--- src/rtl/fwc_pkg.sv ---
package fwc_pkg;
  typedef enum logic [1:0] {
    ST_IDLE = 2'd0,
    ST_CMP  = 2'd1,
    ST_DONE = 2'd2
  } fwc_state_t;
endpackage

--- src/rtl/fwc_ctrl.sv ---
module fwc_ctrl
  import fwc_pkg::*;
#(
  parameter int DEPTH = 16,
  localparam int IDX_W = $clog2(DEPTH),
  localparam int LEN_W = $clog2(DEPTH + 1)
) (
  input  logic             clk,
  input  logic             rst_n,
  input  logic             start,
  input  logic [LEN_W-1:0] frame_len,
  input  logic             words_eq,
  output logic [IDX_W-1:0] rd_idx,
  output logic             busy,
  output logic             done,
  output logic             bad
);
  fwc_state_t       state;
  logic [IDX_W-1:0] cnt;
  logic [IDX_W-1:0] last_idx;
  logic [LEN_W-1:0] len_eff;

  always_comb begin
    len_eff = (frame_len > LEN_W'(DEPTH)) ? LEN_W'(DEPTH) : frame_len;
  end

  always_ff @(posedge clk) begin
    if (!rst_n) begin
      state    <= ST_IDLE;
      cnt      <= '0;
      last_idx <= '0;
      bad      <= 1'b0;
    end else begin
      case (state)
        ST_CMP: begin
          if (!words_eq) begin
            bad   <= 1'b1;
            state <= ST_DONE;
          end else if (cnt == last_idx) begin
            state <= ST_DONE;
          end else begin
            cnt <= cnt + IDX_W'(1);
          end
        end
        default: begin
          if (start) begin
            cnt      <= '0;
            bad      <= 1'b0;
            last_idx <= IDX_W'(len_eff - LEN_W'(1));
            state    <= (len_eff == '0) ? ST_DONE : ST_CMP;
          end
        end
      endcase
    end
  end

  assign rd_idx = cnt;
  assign busy   = (state == ST_CMP);
  assign done   = (state == ST_DONE);
endmodule

--- config.mk ---
export PLATFORM = sky130hd
export DESIGN_NAME = fwc_ctrl
export DESIGN_NICKNAME = d
export VERILOG_FILES = /design/src/rtl/fwc_pkg.sv /design/src/rtl/fwc_ctrl.sv
export SDC_FILE = /design/constraint.sdc
export NUM_CORES = 1
export LEC_CHECK = 0
export ABC_AREA = 1
export ABC_CLOCK_PERIOD_IN_PS = 1700
export CAP_MARGIN = 20
export CORE_MARGIN = 3
export CORE_UTILIZATION = 41
export CTS_BUF_LIST = sky130_fd_sc_hd__clkbuf_8
export CTS_CLUSTER_SIZE = 25
export DETAILED_ROUTE_END_ITERATION = 6
export GPL_ROUTABILITY_DRIVEN = 0
export PLACE_DENSITY_LB_ADDON = 0.3
export RECOVER_POWER = 50
export SYNTH_ARGS = -nofsm -noshare
export SYNTH_HDL_FRONTEND = slang
export SYNTH_SLANG_ARGS = --single-unit
--- constraint.sdc ---
create_clock -name clk -period 1.7 [get_ports clk]
set_clock_uncertainty 0.1 [all_clocks]
set_input_delay 0.255 -clock clk [delete_from_list [all_inputs] [get_ports clk]]
set_output_delay 0.255 -clock clk [all_outputs]
set_load 0.03 [all_outputs]
== Word level (Yosys, flattened, before mapping) ==
Index checks and enable logic that the tools add are counted.

* Memories kept: 0
* Register bits after elaboration: 11
* Bits in latches: 0
* ROM bits: 0
* Bits of input ports: 9
* Memory bits (writable): 0

* Eq/ne operators: 7
* Multiply operators: 0
* Reduce and logical (&&, ||, !) cells: 6
* Mux-type cells: 13
* Add/subtract/negate cells: 2
* Order comparisons: 1
* Bitwise gates (word level): 1
* Div/mod/pow operators: 0
* Shifts and indexed selects: 0

{| class="wikitable"
|+ Operators by type and width
! cell !! count
|-
| two-way mux 4 bit || 4
|-
| two-way mux 2 bit || 5
|-
| != test 2 bit (second input constant) || 3
|-
| AND reduction 2 bit || 3
|-
| > comparator 5 bit (second input constant) || 1
|-
| logical NOT 5 bit || 1
|-
| two-way mux 5 bit || 1
|-
| adder 4 x 1 -> 4 bit (second input constant) || 1
|-
| == test 4 bit || 1
|-
| subtractor 4 x 1 -> 4 bit (second input constant) || 1
|-
| two-way mux 1 bit || 3
|-
| != test 3 x 2 -> 1 bit (second input constant) || 1
|-
| AND reduction 3 bit || 1
|-
| == test 2 x 1 -> 1 bit (second input constant) || 1
|-
| == test 2 bit (second input constant) || 1
|-
| nonzero test 2 bit || 1
|-
| inverter 1 bit || 1
|}

== Depth between registers and ports, before layout ==
* Depth in word-level cells: 6
* Mapped depth: 10
* Depth with buffers taken out: 10

== Worst setup path after synthesis ==
Ideal clock, no wire load.

* Kind: reg-to-reg
* Start point: register cnt[0] (netlist: rd_idx[0])
* End point: register cnt[2] (netlist: rd_idx[2])
* Buffers on the path: 0
* Stages on the path, launching flop included: 10
* Arrival time: 1.172 ns
* Path slack: 0.311 ns
* Data required time: 1.482 ns
* Path through: dfxtp_1 > inv_2 > nand2_1 > nand2_1 > nor2_1 > nand2_2 > nand2_4 > nand2_2 > nand2_1 > a21oi_1

* Longest elaborated chain between the ends: 4
* Elaborated cells on any way between the ends: 7

{| class="wikitable"
|+ RTL lines
! item !! RTL line !! RTL
|-
| from (decl) || fwc_ctrl.sv:19 || <nowiki>logic [IDX_W-1:0] cnt;</nowiki>
|-
| from (signal assigned) || fwc_ctrl.sv:42 || <nowiki>cnt <= cnt + IDX_W'(1);</nowiki>
|-
| adder 4 x 1 -> 4 bit || fwc_ctrl.sv:42 ||
|-
| two-way mux 4 bit || fwc_ctrl.sv:39 || <nowiki>end else if (cnt == last_idx) begin</nowiki>
|-
| two-way mux 4 bit || fwc_ctrl.sv:36 || <nowiki>if (!words_eq) begin</nowiki>
|-
| two-way mux 4 bit || fwc_ctrl.sv:34 || <nowiki>case (state)</nowiki>
|}

Parallel ways exist; a longest one is shown, timed or not. The select of a mux whose other input is x is not followed.
A chain may end at the register's enable or synchronous reset.

== Final worst setup path ==
* Start point: register bad
* End point: output bad

{| class="wikitable"
|+ RTL lines
! item !! RTL line !! RTL
|-
| from (decl) || fwc_ctrl.sv:16 || <nowiki>output logic bad</nowiki>
|-
| from (signal assigned) || fwc_ctrl.sv:32 || <nowiki>bad <= 1'b0;</nowiki>
|-
| from (signal assigned) || fwc_ctrl.sv:37 || <nowiki>bad <= 1'b1;</nowiki>
|-
| from (signal assigned) || fwc_ctrl.sv:48 || <nowiki>bad <= 1'b0;</nowiki>
|}

No word-level cell between the ends.

==> results by group <==
Run status
  – Status: finished, final reports clean

Power and ir drop
  – Static Leak: approximately 0.46 nW
  – Sw frac: 32.01%
  – Peak supply drop: between 0.0004 and 0.0005 V
  – Power Dens Cells: around 840 nW/um^2
  – Comb pwr share: 29.7%
  – Register share of total power: 37.4%
  – Internal power: between 0.5 and 0.6 mW
  – Net switching power: between 0.2 and 0.3 mW
  – Clock share of power: about a third

Synth
  – Number of flops mapped to enable cells by yosys: 0
  – #FFs+latches synth: 11
  – Post-synthesis compound-gate area fraction: about an eighth
  – Yosys cell types: 18
  – Adder-Cell Fraction of Synth Area: under 10%
  – Synth area leader: dfxtp_1
  – Count leader, synth: nand2_1
  – Synth Area in XOR/XNOR: 4.054%
  – Synthesized area per cell: roughly 6.5 sq um
  – Synthesized instance count: 99
  – Yosys warning count: 0
  – Ys async rst share: 0%
  – Post-synthesis simple-gate area fraction: roughly 36%
  – Multiplexer share of the synthesized area: 0%
  – Main synth FF type: dfxtp_1
  – Area share of the largest cell type after synthesis: between 30% and 40%
  – Seq/Total Area, Yosys: 33.98%
  – Syn_nets: between 100 and 150
  – Largest family of logic cells by synthesized area: simple AND/OR/NAND/NOR gates
  – Largest cells by area after synthesis: dfxtp_1 (34%), nand2_1 (16%), inv_1 (6.9%)
  – Synth cell count leaders: nand2_1 (28), inv_1 (12), dfxtp_1 (11)
  – Post-Syn Area: 648.1 sq um

Drt
  – Vias/cell: 4.958
  – WL final: ~1500 um
  – WL per Instance: around 11 um
  – Remaining DRCs: 0
  – First-iteration detailed-routing DRC count: 13
  – DRT Pass-1 Iters: 4
  – DRT antenna net count: 0
  – Vias post-DR: 709

Critical path
  – CP startpoint kind: flip-flop
  – Cell family with most CP delay: buffers and inverters
  – CP Data Required Time: between 1 and 1.5 ns
  – CP arrival: between 1 and 1.5 ns
  – Critical-path top delay cell: clkdlybuf4s50_1
  – Crit-path cells: clkdlybuf4s50_1
  – Critical Path End Type: primary output
  – CP Max Fanout: 2
  – Type of the worst setup path: reg2out
  – Slowest Stage Delay on Critical Path: approximately 0.68 ns
  – Buffers & Inverters on Critical Path: 1

Global route
  – Largest net degree at the start of global routing: 9
  – Residual overflow from global routing: 0
  – Vias in the first global route: around 650
  – Initial antenna violation count: 0
  – All-Layer GR Usage: ~18%
  – First-pass GRT wire length: between 2000 and 3000 um

Place
  – Post-DP Area: between 800 and 900 sq um
  – Number of port buffers: 15
  – DP Cell Count: roughly 140
  – Post-DP HPWL: approximately 1200 um

Floorplanning
  – Initial Util: between 40 and 50%
  – Die height: ~46 um
  – Core ar.: ~1400 sq um
  – Die area: approximately 2100 sq um
  – # IOs: 16
  – Die width: approximately 46 um
  – Rows: 13

Timing
  – Final setup vio count: 0
  – Unrepaired setup endpoints after global routing: false
  – Hold Slack: 0.3431 ns
  – Slew margin rel.: between 70% and 80%
  – Crit path time final: around 1.6 ns
  – Max Clock Freq: 0.6285 GHz
  – Fin crit share: 93.59%
  – Fin. Hold Viols: 0
  – Final slew viol count: 0
  – Slew @ Worst Pin: ~0.32 ns

Min path
  – Worst min path class: reg2reg

Cells and area
  – Final nets: 140
  – N_diodes: 0
  – Area Overhead vs Synth: 44.21%
  – Design area: between 900 and 1000 sq um
  – Share of cells above drive strength 1: between 20% and 30%
  – Fin cells: around 140

Job
  – MaxCap Viol Count: 0

CTS
  – CTS Root Cell: clkbuf_8
  – Clock Latency Late Sink: around 0.24 ns
  – CTS tree: done
  – CTS Buffer Depth: 2
  – Total CTS buffers: 3
  – Clk slew on worst S/H paths: about 0.050 ns
  – H-tree levels: 1
  – Clock Sinks: 11
## final timing paths
kind	cells past startpoint	start	end	slack [ns]
min reg2reg	2	bad	bad	0.34
min	2	bad	bad	0.34
max	1	bad	bad	0.11
max reg2reg	8	rd_idx[3]	rd_idx[2]	0.18
## cell families after synthesis
logic type	count (synthesis)
AO/OA/AOI/OAI	14
XOR/XNOR	3
adder cells (fa/ha/maj)	2
buffers and inverters	17
flip-flops	11
AND/OR/NAND/NOR	52
## power groups by stage
stage	sequential (mW)	clock, mW	combinational [mW]
finish	0.295	0.260	0.234
global route	0.297	0.272	0.265
CTS	0.295	0.261	0.242
detailed placement	0.300	0	0.245
global placement	0.299	0	0.241
floorplan	0.309	0	0.144
## worst min-delay path: stages (launching register included)
cell     delay (ns)
dfxtp_1        0.30
inv_1          0.04
a21oi_1        0.05
## sequential cells by signal, summed over array words and instances, names as in the netlist
name / count
last_idx: 4
rd_idx: 4
state: 2
bad: 1
## per-layer routing
| metal | wire length (um) | track usage (%) |
|---|---|---|
| met5 | 0 | 0 |
| met1 | 664 | 21.48 |
| met2 | 747 | 28.13 |
| met4 | 37 | 10.23 |
| met3 | 95 | 3.557 |
## layout make-up
cell class | count | area (sq um)
Timing Repair Buffer | 25 | 226.5
Clock buffer | 3 | 41.29
Clock inverter | 1 | 3.754
Tap cell | 15 | 18.77
Inverter | 17 | 63.81
Fill cell | 123 | 447.9
Sequential cell | 11 | 220.2
Multi-Input combinational cell | 71 | 360.3
## placed cells by master, fill, tap and decap left out
cell type,n
clkbuf_8,3
ha_2,1
nand2_2,3
a21oi_2,2
xor2_1,2
nor2_2,2
dlymetal6s2s_1,2
nor2_1,10
inv_2,4
o21ai_2,1
xnor2_1,1
nand2_1,29
o22ai_1,2
inv_1,14
nand3_2,1
buf_4,10
dlygate4sd2_1,3
clkdlybuf4s50_1,10
ha_1,1
nand3_1,7
dfxtp_1,11
a21oi_1,7
o21ai_0,2
## stage by stage
| stage | power [mW] | setup TNS, ns | util [%] | worst slack (ns) |
|---|---|---|---|---|
| after floorplan | 0.4526 | 0 | - | 0.3105 |
| after global placement | 0.5398 | -0.4153 | 64.52 | -0.1407 |
| after detailed placement | 0.5448 | -0.8697 | 64.52 | -0.2777 |
| after CTS | 0.7980 | 0 | 67.51 | 0.04313 |
| after global routing | 0.8338 | 0 | 67.60 | 0.01188 |
| final | 0.7886 | 0 | 67.60 | 0.1090 |
## repair_timing
action	4_1_cts	5_1_grt
setup endpoints to repair	5	2
gates cloned	0	0
resized for setup	4	4
buffers inserted	0	0
pin swaps	0	6
hold buffers	0	0
No activity file was read; power rests on OpenSTA's default activity.
